**src/rtl/pxb_pkg.sv**
```systemverilog
package pxb_pkg;

    localparam int SEL_W  = 6;
    localparam int REG_W  = 16;
    localparam int ADDR_W = 6;
    localparam int IDX_W  = ADDR_W - 1;
    localparam int EXT_W  = 1 << SEL_W;

    localparam logic [SEL_W-1:0] IN_SEL_RESET = '1;
    localparam logic [SEL_W-1:0] OUT_NULL     = '0;

    typedef enum logic {
        BANK_IN  = 1'b0,
        BANK_OUT = 1'b1
    } bank_e;

    typedef struct packed {
        bank_e            bank;
        logic [IDX_W-1:0] idx;
    } reg_addr_t;

    typedef struct packed {
        logic data;
        logic oe;
    } pin_drive_t;

    // Bit offset of a field inside its register (even item low, odd item high)
    function automatic int field_lsb(int item);
        return (item % 2) * 8;
    endfunction

    // Build a register image from the two fields it carries
    function automatic logic [REG_W-1:0] pair_word(logic [SEL_W-1:0] lo,
                                                   logic [SEL_W-1:0] hi);
        return {2'b00, hi, 2'b00, lo};
    endfunction

endpackage

```
**src/rtl/pxb_cfg_regs.sv**
```systemverilog
module pxb_cfg_regs
    import pxb_pkg::*;
#(
    parameter int NUM_INPUTS = 11,
    parameter int NUM_PINS   = 10
) (
    input  logic                               clk,
    input  logic                               rst,
    input  logic                               we,
    input  logic [ADDR_W-1:0]                  waddr,
    input  logic [REG_W-1:0]                   wdata,
    input  logic [ADDR_W-1:0]                  raddr,
    output logic [REG_W-1:0]                   rdata,
    output logic [NUM_INPUTS-1:0][SEL_W-1:0]   in_sel,
    output logic [NUM_PINS-1:0][SEL_W-1:0]     out_code
);

    localparam int IN_REGS  = (NUM_INPUTS + 1) / 2;
    localparam int OUT_REGS = (NUM_PINS + 1) / 2;

    reg_addr_t wa;
    reg_addr_t ra;
    assign wa = reg_addr_t'(waddr);
    assign ra = reg_addr_t'(raddr);

    logic unused_wbits;
    assign unused_wbits = ^{wdata[15:14], wdata[7:6]};

    // Input select storage, one field per peripheral input
    for (genvar k = 0; k < NUM_INPUTS; k++) begin : g_in_field
        logic [SEL_W-1:0] q;
        always_ff @(posedge clk) begin
            if (rst)
                q <= IN_SEL_RESET;
            else if (we && wa.bank == BANK_IN && wa.idx == IDX_W'(k / 2))
                q <= wdata[field_lsb(k) +: SEL_W];
        end
        assign in_sel[k] = q;
    end

    // Output function storage, one field per pin
    for (genvar p = 0; p < NUM_PINS; p++) begin : g_out_field
        logic [SEL_W-1:0] q;
        always_ff @(posedge clk) begin
            if (rst)
                q <= OUT_NULL;
            else if (we && wa.bank == BANK_OUT && wa.idx == IDX_W'(p / 2))
                q <= wdata[field_lsb(p) +: SEL_W];
        end
        assign out_code[p] = q;
    end

    // Register images for reading; missing odd fields read as zero
    logic [REG_W-1:0] in_word  [IN_REGS];
    logic [REG_W-1:0] out_word [OUT_REGS];

    for (genvar r = 0; r < IN_REGS; r++) begin : g_in_word
        if (2 * r + 1 < NUM_INPUTS) begin : g_full
            assign in_word[r] = pair_word(in_sel[2*r], in_sel[2*r+1]);
        end else begin : g_half
            assign in_word[r] = pair_word(in_sel[2*r], '0);
        end
    end

    for (genvar r = 0; r < OUT_REGS; r++) begin : g_out_word
        if (2 * r + 1 < NUM_PINS) begin : g_full
            assign out_word[r] = pair_word(out_code[2*r], out_code[2*r+1]);
        end else begin : g_half
            assign out_word[r] = pair_word(out_code[2*r], '0);
        end
    end

    always_comb begin
        rdata = '0;
        if (ra.bank == BANK_IN) begin
            for (int r = 0; r < IN_REGS; r++)
                if (ra.idx == IDX_W'(r)) rdata = in_word[r];
        end else begin
            for (int r = 0; r < OUT_REGS; r++)
                if (ra.idx == IDX_W'(r)) rdata = out_word[r];
        end
    end

endmodule

```
**src/rtl/pxb_in_route.sv**
```systemverilog
module pxb_in_route
    import pxb_pkg::*;
#(
    parameter int NUM_INPUTS = 11,
    parameter int NUM_PINS   = 10
) (
    input  logic [NUM_PINS-1:0]              pin_digital,
    input  logic [NUM_INPUTS-1:0][SEL_W-1:0] in_sel,
    output logic [NUM_INPUTS-1:0]            periph_in
);

    // Pins beyond the implemented count appear as constant zero
    logic [EXT_W-1:0] din_ext;
    assign din_ext = EXT_W'(pin_digital);

    for (genvar k = 0; k < NUM_INPUTS; k++) begin : g_mux
        always_comb begin
            if (32'(in_sel[k]) < NUM_PINS)
                periph_in[k] = din_ext[in_sel[k]];
            else
                periph_in[k] = 1'b0;
        end
    end

endmodule

```
**src/rtl/pxb_out_route.sv**
```systemverilog
module pxb_out_route
    import pxb_pkg::*;
#(
    parameter int NUM_PINS  = 10,
    parameter int NUM_CODES = 24
) (
    input  logic [NUM_PINS-1:0][SEL_W-1:0] out_code,
    input  logic [NUM_PINS-1:0]            pin_analog,
    input  logic [NUM_PINS-1:0]            gpio_lat,
    input  logic [NUM_PINS-1:0]            gpio_dir,
    input  logic [NUM_CODES-1:1]           func_out_data,
    input  logic [NUM_CODES-1:1]           func_out_en,
    output logic [NUM_PINS-1:0]            pin_out,
    output logic [NUM_PINS-1:0]            pin_oe
);

    // Code 0 slot is a placeholder; it is never selected
    logic [EXT_W-1:0] data_ext;
    logic [EXT_W-1:0] en_ext;
    assign data_ext = EXT_W'({func_out_data, 1'b0});
    assign en_ext   = EXT_W'({func_out_en, 1'b0});

    for (genvar p = 0; p < NUM_PINS; p++) begin : g_pin
        pin_drive_t drv;
        always_comb begin
            if (pin_analog[p])
                drv = '{data: 1'b0, oe: 1'b0};
            else if (out_code[p] == OUT_NULL || 32'(out_code[p]) >= NUM_CODES)
                drv = '{data: gpio_lat[p], oe: ~gpio_dir[p]};
            else
                drv = '{data: data_ext[out_code[p]], oe: en_ext[out_code[p]]};
        end
        assign pin_out[p] = drv.data;
        assign pin_oe[p]  = drv.oe;
    end

endmodule

```
**src/rtl/pin_xbar.sv**
```systemverilog
module pin_xbar
    import pxb_pkg::*;
#(
    parameter int NUM_PINS   = 10,
    parameter int NUM_INPUTS = 11,
    parameter int NUM_CODES  = 24
) (
    input  logic                  clk,
    input  logic                  rst,
    input  logic                  cfg_we,
    input  logic [5:0]            cfg_waddr,
    input  logic [15:0]           cfg_wdata,
    input  logic [5:0]            cfg_raddr,
    output logic [15:0]           cfg_rdata,
    input  logic [NUM_PINS-1:0]   pin_in,
    input  logic [NUM_PINS-1:0]   pin_analog,
    input  logic [NUM_PINS-1:0]   gpio_lat,
    input  logic [NUM_PINS-1:0]   gpio_dir,
    input  logic [NUM_CODES-1:1]  func_out_data,
    input  logic [NUM_CODES-1:1]  func_out_en,
    output logic [NUM_PINS-1:0]   pin_out,
    output logic [NUM_PINS-1:0]   pin_oe,
    output logic [NUM_PINS-1:0]   pin_rdval,
    output logic [NUM_INPUTS-1:0] periph_in
);

    logic [NUM_INPUTS-1:0][SEL_W-1:0] in_sel;
    logic [NUM_PINS-1:0][SEL_W-1:0]   out_code;

    // Analog pins read zero on the digital side
    assign pin_rdval = pin_in & ~pin_analog;

    pxb_cfg_regs #(
        .NUM_INPUTS (NUM_INPUTS),
        .NUM_PINS   (NUM_PINS)
    ) u_cfg (
        .clk      (clk),
        .rst      (rst),
        .we       (cfg_we),
        .waddr    (cfg_waddr),
        .wdata    (cfg_wdata),
        .raddr    (cfg_raddr),
        .rdata    (cfg_rdata),
        .in_sel   (in_sel),
        .out_code (out_code)
    );

    pxb_in_route #(
        .NUM_INPUTS (NUM_INPUTS),
        .NUM_PINS   (NUM_PINS)
    ) u_in (
        .pin_digital (pin_rdval),
        .in_sel      (in_sel),
        .periph_in   (periph_in)
    );

    pxb_out_route #(
        .NUM_PINS  (NUM_PINS),
        .NUM_CODES (NUM_CODES)
    ) u_out (
        .out_code      (out_code),
        .pin_analog    (pin_analog),
        .gpio_lat      (gpio_lat),
        .gpio_dir      (gpio_dir),
        .func_out_data (func_out_data),
        .func_out_en   (func_out_en),
        .pin_out       (pin_out),
        .pin_oe        (pin_oe)
    );

    // ---------------- assertions ----------------
    p_reset_inputs_low_r2: assert property (@(posedge clk) disable iff (rst)
        $past(rst) |-> (NUM_PINS >= 63 || periph_in == '0));

    for (genvar k = 0; k < NUM_INPUTS; k++) begin : g_in_chk
        p_oor_select_low_r3: assert property (@(posedge clk) disable iff (rst)
            (32'(in_sel[k]) >= NUM_PINS) |-> !periph_in[k]);
    end

    for (genvar p = 0; p < NUM_PINS; p++) begin : g_pin_chk
        p_analog_silent_r9: assert property (@(posedge clk) disable iff (rst)
            pin_analog[p] |-> (!pin_oe[p] && !pin_out[p] && !pin_rdval[p]));

        p_null_gpio_r4: assert property (@(posedge clk) disable iff (rst)
            (!pin_analog[p] && out_code[p] == '0)
            |-> (pin_oe[p] == !gpio_dir[p] && pin_out[p] == gpio_lat[p]));

        p_reserved_as_null_r6: assert property (@(posedge clk) disable iff (rst)
            (!pin_analog[p] && 32'(out_code[p]) >= NUM_CODES)
            |-> (pin_oe[p] == !gpio_dir[p] && pin_out[p] == gpio_lat[p]));

        p_code_write_lands_r7: assert property (@(posedge clk) disable iff (rst)
            (cfg_we && cfg_waddr == {1'b1, 5'(p / 2)})
            |=> out_code[p] == $past(cfg_wdata[(p % 2) * 8 +: SEL_W]));
    end

endmodule

```
**config.mk**
```make
export PLATFORM = sky130hd
export DESIGN_NAME = pin_xbar
export DESIGN_NICKNAME = d
export VERILOG_FILES = /design/src/rtl/pxb_pkg.sv /design/src/rtl/pxb_cfg_regs.sv /design/src/rtl/pxb_in_route.sv /design/src/rtl/pxb_out_route.sv /design/src/rtl/pin_xbar.sv
export SDC_FILE = /design/constraint.sdc
export NUM_CORES = 1
export LEC_CHECK = 0
export BUFFER_PORTS_ARGS = -buffer_cell sky130_fd_sc_hd__buf_2
export CORE_MARGIN = 4
export CORE_UTILIZATION = 45
export DETAILED_ROUTE_END_ITERATION = 10
export PLACE_DENSITY = 0.65
export SLEW_MARGIN = 10
export SYNTH_ARGS = -nofsm -noshare
export SYNTH_HDL_FRONTEND = slang
export SYNTH_SLANG_ARGS = --single-unit
```
**constraint.sdc**
```tcl
create_clock -name clk -period 2 [get_ports clk]
set_clock_uncertainty 0.05 [all_clocks]
set_input_delay 0.3 -clock clk [delete_from_list [all_inputs] [get_ports clk]]
set_output_delay 0.3 -clock clk [all_outputs]
set_load 0.02 [all_outputs]
```
==> results of run 1 <==
-- critical path, delay by kind of cell (launching register included) --
family | cells | cell delay, ns
AOI/OAI and AO/OA | 2 | 0.51
buffers and inverters | 1 | 0.18
DFF | 1 | 0.39
and+or+nand+nor | 2 | 0.64
-- power groups by stage --
stage	Clock, mW	Combinational [mW]	Sequential [mW]
3_5_place_dp	0	1.56	2.60
2_1_floorplan	0	0.762	2.59
5_1_grt	3.34	1.89	2.51
4_1_cts	3.22	1.70	2.51
3_3_place_gp	0	1.55	2.60
6_report	3.23	1.84	2.51
-- per-stage QoR --
stage	hold slack (ns)	util	worst slack [ns]	area (um2)	setup TNS [ns]
4_1_cts	0.187	0.660	-0.493	17300	-11.60
5_1_grt	0.208	0.692	-0.530	18100	-14.32
6_report	0.192	0.692	-0.501	18100	-12.18
2_1_floorplan	0.368	-	-0.122	12200	-0.245
3_5_place_dp	0.457	0.588	-0.406	15400	-9.78
3_3_place_gp	0.451	0.588	-0.392	15400	-9.66
-- flip-flops by register name, indices dropped and copies added, names as in the netlist --
register,cells
u_cfg.g_out_field.q,60
u_cfg.g_in_field.q,66
-- cell usage in the layout, fill, tap and decap left out, types with 19 or more instances in the layout --
master       n
a211o_1     54
a21oi_1     48
a31oi_1     27
buf_12      39
buf_2      121
buf_4      292
buf_6       54
clkbuf_16   19
dfxtp_1     51
dfxtp_2     41
dfxtp_4     34
inv_1       21
mux2_2      31
mux2i_1    131
mux4_2      71
nand2_1     78
nand3_1     25
nor2_1     100
nor2b_1    111
o21ai_1     19
o21ai_2     22
-- cells in the mapped netlist (5+ instances only) --
library cell,n
buf_2,40
nand2b_1,22
nand3_1,25
inv_1,26
nor3b_1,10
nor4_1,20
a31oi_1,34
a211oi_2,5
nor2_1,113
a311oi_1,13
mux4_2,71
a22o_1,7
mux2i_1,133
a221oi_1,21
nor3_1,23
or3_1,11
buf_6,9
mux2_2,38
or4_1,5
a2111oi_0,19
a211o_1,54
nand3b_1,16
buf_4,27
a2bb2oi_1,5
nor2b_1,129
o21ai_0,59
or4b_1,5
a22oi_1,5
o31a_1,8
dfxtp_1,126
nand2_1,86
a21oi_1,64
o22ai_1,19
a211oi_1,27
clkbuf_1,82
or3b_2,8
-- per-layer routing --
metal / up-vias / GRT usage / wire length (um)
met5: - / 0 / 0
met4: 0 / 0.222 / 3940
met3: 286 / 0.0657 / 6030
met2: 1074 / 0.585 / 26300
met1: 6813 / 0.454 / 21200
li1: 6087 / - / -
-- cells by family after synthesis --
kind of cell,count (synthesis)
AO/OA/AOI/OAI,360
multiplexers,242
AND/OR/NAND/NOR,494
other,1
buffers and inverters,188
flip-flops,126
-- path summary, 6_finish.rpt --
kind / endpoint / slack, ns / cells past startpoint
hold / removal: u_cfg.g_out_field[2].q[3] / 0.19 / 2
hold reg to reg: u_cfg.g_in_field[8].q[4] / 0.47 / 2
setup / recovery: pin_oe[3] / -0.50 / 5
setup reg to reg: u_cfg.g_out_field[1].q[1] / 0.88 / 5
-- cell type report --
class / count / area [um2] / area share
Inverter: 27 / 104 / 0.00573
Clock inverter: 14 / 166 / 0.00918
Clock buffer: 18 / 439 / 0.0242
Multi-Input combinational cell: 1102 / 9950 / 0.549
Timing Repair Buffer: 515 / 4350 / 0.240
Sequential cell: 126 / 2700 / 0.149
Tap cell: 335 / 419 / 0.0231
-- what timing repair did --
action / in CTS / in global routing
gates cloned: 1 / 4
gates resized for setup: 351 / 184
hold endpoints to repair: 0 / 0
pin swaps: 79 / 81
setup endpoints to repair: 43 / 43
buffers inserted: 35 / 20
==> flow_metrics.env, run 1 <==
export IMPL_fin_ws_ns=-0.501
export IMPL_die_y_um=172
export IMPL_mappedNetlistArea_um2=12000
export IMPL_gp_congestion=1.02
export IMPL_cts_root_buf="clkbuf_16"
export IMPL_syn_inst=1411
export IMPL_layout_drive_gt1_share=0.550
export IMPL_setup_viol=41
export IMPL_fp_dieW_um=172
export IMPL_synth_top_area_cell="dfxtp_1"
export IMPL_drtAntennaViolNets=0
export IMPL_post_route_min_period_ns=2.50
export IMPL_combinationalPowerShare=0.243
export IMPL_ys_ff_latch=126
export IMPL_min_path_type="input pin to flip-flop"
export IMPL_grt_max_degree=52
export IMPL_final_hold_viol_count=0
export IMPL_fill_cells=2015
export IMPL_cts_sinks=126
export IMPL_muxShareOfSynthArea=0.279
export IMPL_io_buffers=165
export IMPL_worstMarginPinSlew_ns=0.684
export IMPL_critical_path_class="flip-flop to output pin"
export IMPL_cts_max_level=4
export IMPL_drv_cap=0
export IMPL_synth_cell_type_count=65
export IMPL_yosysWarnings=0
export IMPL_synth_top_family_by_area="multiplexers"
export IMPL_p_seq_frac=0.331
export IMPL_final_cells=2137
export IMPL_synth_top_area_frac=0.210
export IMPL_rsz0062_at_grt="true"
export IMPL_crit_arrival_ns=2.15
export IMPL_cts_clk_slew_worst_paths_ns=0.06
export IMPL_status="finished, violations left"
export IMPL_drv_slew=0
export IMPL_grt_overflow=0
export IMPL_cts_tree="done"
export IMPL_antenna_cells=0
export IMPL_cp_end_kind="output pin"
export IMPL_postCtsHoldBufs=0
export IMPL_seq_area_frac_synth=0.210
export IMPL_r2r_start="u_cfg.g_out_field[1].q[1]"
export IMPL_vias_per_cell=6.67
export IMPL_syn_area_per_cell_um2=8.53
export IMPL_crit_chain="or3b_2, a31oi_1, nand2_1, a311oi_2, buf_4"
export IMPL_insertion_delay_ns=0.41
export IMPL_intPower_mw=5.27
export IMPL_netSwitchingPower_mw=2.31
export IMPL_sw_frac_of_total=0.305
export IMPL_area_growth_pct=50.7
export IMPL_grt_antenna_before_repair=1
export IMPL_synth_compound_area_frac=0.212
export IMPL_hpwl_um=39500
export IMPL_core_area_um2=26200
export IMPL_slowest_stage="or3b_2"
export IMPL_placed_cells=2060
export IMPL_cp_required_ns=1.65
export IMPL_cts_buffer_depth=2
export IMPL_wl_per_cell_um=26.8
export IMPL_synth_edf_count=0
export IMPL_hold_start="rst"
export IMPL_violations="setup timing"
export IMPL_p_per_area_nw_per_um2=418
export IMPL_cpPeakStageDelay_ns=0.50
export IMPL_grt_pass1_vias=13486
export IMPL_post_route_period_util=1.25
export IMPL_slew_headroom=0.544
export IMPL_placementRows=59
export IMPL_synth_fa_ha_area_frac=0
export IMPL_crit_path_max_fanout=5
export IMPL_p_total_mw=7.58
export IMPL_synthTopCellsByArea="dfxtp_1 21%, mux4_2 13%, mux2i_1 11%"
export IMPL_grt_use_total=0.364
export IMPL_ios=174
export IMPL_ys_flop_type="dfxtp_1"
export IMPL_vias=14260
export IMPL_p_leak_nw=7.03
export IMPL_startpoint="u_cfg.g_out_field[3].q[4]"
export IMPL_numCtsBuffers=17
export IMPL_power_frac_clock=0.426
export IMPL_grt_pass1_wl_um=80800
export IMPL_peakVddDrop_mv=0.565
export IMPL_wl_um=57400
export IMPL_synth_async_sr_flop_share=0
export IMPL_fin_nets=1906
export IMPL_drtIter0Drc=1672
export IMPL_yosys_area_share_simple=0.222
export IMPL_drtPass1Iterations=6
export IMPL_die_area_um2=29400
export IMPL_route_detailed_drc=0
export IMPL_fmax_mhz=400
export IMPL_worstSetupStartpointType="flip-flop"
export IMPL_start_util=0.459
export IMPL_yosys_area_share_xor_xnor=0
Note: power is estimated with default switching activity, not from simulation.
==> run 2, diff against run 1 <==
CORE_ASPECT_RATIO = 1.1   (was default)
==> flow_metrics.env, run 2 (synthesized netlist as in run 1, its figures left out) <==
export IMPL_final_cell_area_um2=18400
export IMPL_gp_congestion=1.01
export IMPL_peakVddDrop_mv=0.627
export IMPL_r2r_start="u_cfg.g_out_field[0].q[0]"
export IMPL_setup_viol=40
export IMPL_cp_end_kind="output pin"
export IMPL_grt_pass1_vias=13877
export IMPL_largest_reg_flops=66
export IMPL_r2r_cells=6
export IMPL_grt_overflow=0
export IMPL_crit_arrival_ns=2.16
export IMPL_cp_required_ns=1.65
export IMPL_final_hold_viol_count=0
export IMPL_slew_headroom=0.547
export IMPL_hpwl_um=39200
export IMPL_reg_largest_list="u_cfg.g_in_field.q (66), u_cfg.g_out_field.q (60)"
export IMPL_min_path_cells=3
export IMPL_violations="setup timing"
export IMPL_mostFrequentLayoutCells="285 x buf_4, 123 x mux2i_1, 121 x buf_2"
export IMPL_slowest_stage="dfxtp_4"
export IMPL_fin_nets=1918
export IMPL_cts_buffer_depth=2
export IMPL_post_route_period_util=1.25
export IMPL_r2r_end="u_cfg.g_out_field[0].q[0]"
export IMPL_top_register="u_cfg.g_in_field.q"
export IMPL_cts_root_buf="clkbuf_16"
export IMPL_fp_dieW_um=164
export IMPL_met3_usage=0.0781
export IMPL_cts_clk_slew_worst_paths_ns=0.06
export IMPL_route_detailed_drc=0
export IMPL_crit_top_cell="buf_6"
export IMPL_r2r_slack_ns=0.85
export IMPL_drtIter0Drc=1509
export IMPL_utilization=0.702
export IMPL_die_y_um=180
export IMPL_crit_chain="buf_6, buf_6, mux2_2, o22ai_2, nor3_1, a31oi_1, a311oi_1, buf_2"
export IMPL_fmax_mhz=399
export IMPL_min_path_type="input pin to flip-flop"
export IMPL_drv_cap=0
export IMPL_drtPass1Iterations=6
export IMPL_worstSetupStartpointType="flip-flop"
export IMPL_wl_per_cell_um=26.5
export IMPL_grt_use_total=0.365
export IMPL_grt_busiest_layer="met2"
export IMPL_cts_max_level=4
export IMPL_rsz0062_at_grt="true"
export IMPL_crit_buf_inv=3
export IMPL_p_per_area_nw_per_um2=417
export IMPL_grt_max_degree=42
export IMPL_multiInputGateArea_um2=10000
export IMPL_die_area_um2=29400
export IMPL_core_area_um2=26200
export IMPL_layout_drive_gt1_share=0.552
export IMPL_post_route_min_period_ns=2.51
export IMPL_grt_antenna_before_repair=2
export IMPL_area_growth_pct=52.9
export IMPL_placementRows=62
export IMPL_vias_per_cell=6.59
export IMPL_drv_slew=0
export IMPL_hold_start="cfg_wdata[12]"
export IMPL_cts_tree="done"
export IMPL_io_buffers=165
export IMPL_placed_cell_area_um2=15400
export IMPL_layout_commonest_cell="buf_4"
export IMPL_drtAntennaViolNets=0
export IMPL_vias=14265
export IMPL_numCtsBuffers=17
export IMPL_grt_use_met1=0.436
export IMPL_fin_ws_ns=-0.508
export IMPL_start_util=0.459
export IMPL_seq_area_um2=2710
export IMPL_cts_sinks=126
export IMPL_worstMarginPinSlew_ns=0.680
export IMPL_antenna_cells=0
export IMPL_insertion_delay_ns=0.42
export IMPL_grt_pass1_wl_um=82100
export IMPL_hold_path_endpoint="u_cfg.g_out_field[1].q[4]"
export IMPL_ios=174
export IMPL_fill_cells=1994
export IMPL_crit_path_max_fanout=6
export IMPL_cpLargestDelayFamily="compound AO/OA/AOI/OAI gates"
export IMPL_cpPeakStageDelay_ns=0.39
export IMPL_use_met2=0.594
export IMPL_p_leak_nw=7.14
export IMPL_status="finished, violations left"
export IMPL_critical_path_class="flip-flop to output pin"
export IMPL_wl_um=57400
export IMPL_fin_tns_setup_ns=-12.52
## run 2: cell count changes in the layout (fill, tap and decap cells not counted), sizes merged
| cell | change |
|---|---|
| bufinv | +1 |
| inv | -1 |
| bufbuf | +1 |
| buf | +10 |
| clkinv | +2 |
| clkinvlp | -1 |
## run 2: stage by stage
step / total power [mW] / hold slack, ns / instances / setup WS, ns
global placement: 4.13 / 0.451 / 2075 / -0.417
detailed placement: 4.15 / 0.457 / 2075 / -0.396
finish: 7.67 / 0.228 / 2166 / -0.508
floorplan: 3.36 / 0.368 / 1414 / -0.122
global route: 7.83 / 0.216 / 2166 / -0.565
CTS: 7.51 / 0.216 / 2153 / -0.495
## run 2: repair_timing
| action | in CTS | in global routing |
|---|---|---|
| resized for setup | 389 | 185 |
| pin swaps | 88 | 60 |
| gates cloned | 4 | 5 |
| hold buffers | 0 | 0 |
| buffers inserted | 45 | 13 |
| setup endpoints to repair | 43 | 43 |
| endpoints found under the hold margin | 0 | 0 |
## run 2: worst min-delay path, cell delays in order
cell and delay, ns:
buf_2 0.20, nand3_1 0.10, a21oi_1 0.06
## run 2: worst max path at each step
stage                              start      endpoint  slack [ns]  cells past startpoint
6_report       u_cfg.g_out_field[3].q[0]    pin_out[3]       -0.51                      8
5_1_grt        u_cfg.g_out_field[8].q[0]    pin_out[8]       -0.56                      6
4_1_cts        u_cfg.g_out_field[8].q[0]    pin_out[8]       -0.49                      6
3_5_place_dp               pin_analog[5]  periph_in[8]       -0.40                      7
3_3_place_gp               pin_analog[5]  periph_in[8]       -0.42                      7
2_1_floorplan  u_cfg.g_out_field[3].q[0]    pin_out[3]       -0.12                      7
## run 2: routing by layer
| metal | up-vias | part of all wire | wire length [um] |
|---|---|---|---|
| li1 | 6134 | - | - |
| met1 | 6751 | 0.35 | 20200 |
| met2 | 1058 | 0.46 | 26400 |
| met3 | 318 | 0.11 | 6430 |
| met4 | 4 | 0.076 | 4350 |
| met5 | - | 0.00026 | 15 |
## run 2: layout make-up
class | count | share of cell area
clock buffer | 18 | 0.0233
clock inverter | 14 | 0.0104
inverter | 27 | 0.00598
multi-input combinational | 1102 | 0.544
sequential | 126 | 0.147
tap | 352 | 0.0239
timing repair buffer | 526 | 0.244
timing repair inverter | 1 | 0.000408
## run 2: power breakdown
group | internal (mW) | total (mW) | switching [mW]
clock | 2.09 | 3.31 | 1.22
sequential | 2.48 | 2.50 | 0.0248
combinational | 0.807 | 1.85 | 1.05
==> run 3, diff against run 2 <==
CORE_UTILIZATION = 59   (was 45)
PLACE_DENSITY = 0.82   (was 0.65)
==> flow_metrics.env, run 3 <==
export IMPL_synth_top_area_cell="dfxtp_1"
export IMPL_synthTopCellsByArea="dfxtp_1 21%, mux4_2 13%, mux2i_1 11%"
export IMPL_syn_area_per_cell_um2=8.53
export IMPL_placementRows=54
export IMPL_status="stopped before the end"
export IMPL_lastStage="global routing"
export IMPL_cts_max_level=4
export IMPL_cts_root_buf="clkbuf_16"
export IMPL_gp_congestion=1.05
export IMPL_start_util=0.604
export IMPL_fp_dieW_um=144
export IMPL_cts_sinks=126
export IMPL_synth_edf_count=0
export IMPL_mappedNetlistArea_um2=12000
export IMPL_firstError="[ERROR GRT-0232] Routing congestion too high. Check the congestion heatmap in the GUI."
export IMPL_grt_use_total=0.788
export IMPL_syn_inst=1411
export IMPL_synth_common_cells="133 x mux2i_1, 129 x nor2b_1, 126 x dfxtp_1"
export IMPL_numCtsBuffers=17
export IMPL_grt_worst_endpoint="pin_out[4]"
export IMPL_die_y_um=158
export IMPL_grt_overflow=142
export IMPL_cts_buffer_depth=2
export IMPL_synth_cell_type_count=65
export IMPL_ios=174
export IMPL_seq_area_frac_synth=0.210
export IMPL_synth_async_sr_flop_share=0
export IMPL_grt_max_degree=51
export IMPL_ys_ff_latch=126
export IMPL_yosysWarnings=0
export IMPL_io_buffers=165
export IMPL_endpoint_type="top-level output"
export IMPL_hpwl_um=39400
export IMPL_ys_flop_type="dfxtp_1"
export IMPL_synth_top_area_frac=0.210
export IMPL_yosysMostFrequentCell="mux2i_1"
export IMPL_postCtsHoldBufs=0
-- run 3: cell counts after synthesis --
No cell type changed its count.
-- run 3: cell families after synthesis --
family / after synthesis / share of synthesized area
AO/OA/AOI/OAI: 360 / 0.212
buffers and inverters: 188 / 0.0770
flip-flops: 126 / 0.210
multiplexers: 242 / 0.279
other: 1 / 0.000312
AND/OR/NAND/NOR: 494 / 0.222
-- run 3: stage by stage --
step	worst slack [ns]	instances	area, um2	hold WS (ns)
floorplan	-0.122	1414	12200	0.368
global placement	-0.344	1955	15100	0.459
detailed placement	-0.355	1955	15100	0.462
CTS	-0.537	2034	17300	0.216
-- run 3: what timing repair did --
action                     in CTS
gates cloned                    2
pin swaps                      93
gates resized for setup       366
buffers inserted               50
setup endpoints to repair      43
-- run 3: per-layer routing --
metal / GRT usage / overflow
met4: 0.797 / 70
met2: 0.944 / 69
met3: 0.645 / 3
met5: 0.230 / 0
met1: 0.788 / 0
==> run 4, diff against run 3 <==
CORE_ASPECT_RATIO = default   (was 1.1)
CORE_UTILIZATION = 40   (was 59)
PLACE_DENSITY = default   (was 0.82)
PLACE_DENSITY_LB_ADDON = 0.15   (was default)
==> flow_metrics.env, run 4 (synthesized netlist as in run 1, its figures left out) <==
export IMPL_grt_use_total=0.329
export IMPL_p_seq_frac=0.336
export IMPL_utilization=0.619
export IMPL_insertion_delay_ns=0.42
export IMPL_fin_nets=1937
export IMPL_fill_cells=2556
export IMPL_combinationalPowerShare=0.244
export IMPL_crit_arrival_ns=2.18
export IMPL_layout_commonest_cell="buf_4"
export IMPL_slew_headroom=0.527
export IMPL_post_route_period_util=1.26
export IMPL_r2r_start="u_cfg.g_out_field[5].q[1]"
export IMPL_cts_clk_slew_worst_paths_ns=0.06
export IMPL_cts_max_level=4
export IMPL_peakVddDrop_mv=0.458
export IMPL_postCtsHoldBufs=0
export IMPL_startpoint="u_cfg.g_out_field[4].q[0]"
export IMPL_p_total_mw=7.47
export IMPL_cts_sinks=126
export IMPL_wl_um=56900
export IMPL_hpwl_um=40500
export IMPL_reg_largest_list="u_cfg.g_in_field.q (66), u_cfg.g_out_field.q (60)"
export IMPL_layout_drive_gt1_share=0.543
export IMPL_grt_max_degree=35
export IMPL_cts_tree="done"
export IMPL_rsz0062_at_grt="true"
export IMPL_final_hold_viol_count=0
export IMPL_grt_pass1_vias=13498
export IMPL_r2r_cells=5
export IMPL_placed_cell_area_um2=15400
export IMPL_worstMarginPinSlew_ns=0.710
export IMPL_final_cells=2224
export IMPL_power_frac_clock=0.420
export IMPL_netSwitchingPower_mw=2.21
export IMPL_r2r_slack_ns=0.92
export IMPL_fp_dieW_um=181
export IMPL_p_leak_nw=7.16
export IMPL_wl_per_cell_um=25.6
export IMPL_drtIter0Drc=1299
export IMPL_grt_antenna_before_repair=3
export IMPL_p_per_area_nw_per_um2=407
export IMPL_fin_tns_setup_ns=-12.61
export IMPL_cts_root_buf="clkbuf_16"
export IMPL_sw_frac_of_total=0.296
export IMPL_gp_congestion=0.958
export IMPL_min_path_type="input pin to flip-flop"
export IMPL_die_y_um=181
export IMPL_violations="setup timing"
export IMPL_r2r_end="u_cfg.g_out_field[5].q[1]"
export IMPL_largest_reg_flops=66
export IMPL_vias=13935
export IMPL_fmax_mhz=395
export IMPL_top_register="u_cfg.g_in_field.q"
export IMPL_drtAntennaViolNets=0
export IMPL_fin_ws_ns=-0.529
export IMPL_post_route_min_period_ns=2.53
export IMPL_core_area_um2=29600
export IMPL_crit_path_max_fanout=7
export IMPL_grt_overflow=0
export IMPL_placementRows=63
export IMPL_placed_cells=2121
export IMPL_critical_path_class="flip-flop to output pin"
export IMPL_status="finished, violations left"
export IMPL_cp_required_ns=1.65
export IMPL_intPower_mw=5.26
export IMPL_setup_viol=43
export IMPL_route_detailed_drc=0
export IMPL_die_area_um2=32900
export IMPL_cts_buffer_depth=2
export IMPL_drtPass1Iterations=5
export IMPL_vias_per_cell=6.27
export IMPL_io_buffers=165
export IMPL_cp_end_kind="output pin"
export IMPL_grt_pass1_wl_um=83700
export IMPL_area_growth_pct=52.3
export IMPL_final_cell_area_um2=18300
export IMPL_numCtsBuffers=17
export IMPL_start_util=0.406
export IMPL_drv_cap=0
export IMPL_ios=174
export IMPL_finalHoldWorstSlack_ns=0.226
export IMPL_dp_slack_ns=-0.430
export IMPL_mostFrequentLayoutCells="316 x buf_4, 130 x mux2i_1, 120 x buf_2"
export IMPL_worstSetupStartpointType="flip-flop"
export IMPL_drv_slew=0
export IMPL_endpoint="pin_oe[4]"
-- run 4: power by group through the flow --
stage	sequential (mW)	clock (mW)	combinational, mW
5_1_grt	2.51	3.28	1.90
4_1_cts	2.51	3.17	1.73
2_1_floorplan	2.59	0	0.762
3_3_place_gp	2.60	0	1.55
6_report	2.51	3.13	1.83
3_5_place_dp	2.60	0	1.55
-- run 4: how the worst min path moves through the flow --
stage / from / end / slack, ns / depth (start not counted)
after CTS: rst / u_cfg.g_out_field[2].q[1] / 0.22 / 2
after floorplan: cfg_wdata[5] / u_cfg.g_in_field[0].q[5] / 0.37 / 1
after detailed placement: u_cfg.g_in_field[8].q[4] / u_cfg.g_in_field[8].q[4] / 0.46 / 2
final: rst / u_cfg.g_out_field[2].q[1] / 0.23 / 2
after global placement: u_cfg.g_out_field[1].q[1] / u_cfg.g_out_field[1].q[1] / 0.45 / 2
after global routing: rst / u_cfg.g_out_field[7].q[3] / 0.24 / 2
-- run 4: cell type report --
| class | instances | area, um2 | area share |
|---|---|---|---|
| Antenna cell | 1 | 2.50 | 0.000137 |
| Clock buffer | 22 | 484 | 0.0264 |
| Clock inverter | 10 | 111 | 0.00607 |
| Inverter | 27 | 115 | 0.00628 |
| Multi-Input combinational cell | 1100 | 9840 | 0.537 |
| Sequential cell | 126 | 2700 | 0.147 |
| Tap cell | 390 | 488 | 0.0266 |
| Timing Repair Buffer | 547 | 4590 | 0.250 |
| Timing Repair inverter | 1 | 7.51 | 0.000410 |
-- run 4: critical path: stages, from the launching register on --
cell      delay, ns
dfxtp_4        0.42
buf_6          0.15
mux4_2         0.50
mux2i_2        0.21
o32a_1         0.25
a221oi_4       0.09
buf_6          0.14
-- run 4: layer usage --
metal / vias to the layer above / share of wire / track usage
met1: 6785 / 0.39 / 0.416
met3: 183 / 0.085 / 0.0659
li1: 6154 / - / -
met2: 809 / 0.47 / 0.536
met4: 4 / 0.057 / 0.165
met5: - / 0.00046 / 0
-- run 4: timing repair --
| action | 4_1_cts | 5_1_grt |
|---|---|---|
| resized for setup | 402 | 116 |
| setup buffers | 48 | 20 |
| endpoints found under the setup margin | 43 | 43 |
| pin swaps | 99 | 64 |
| cloned | 6 | 1 |
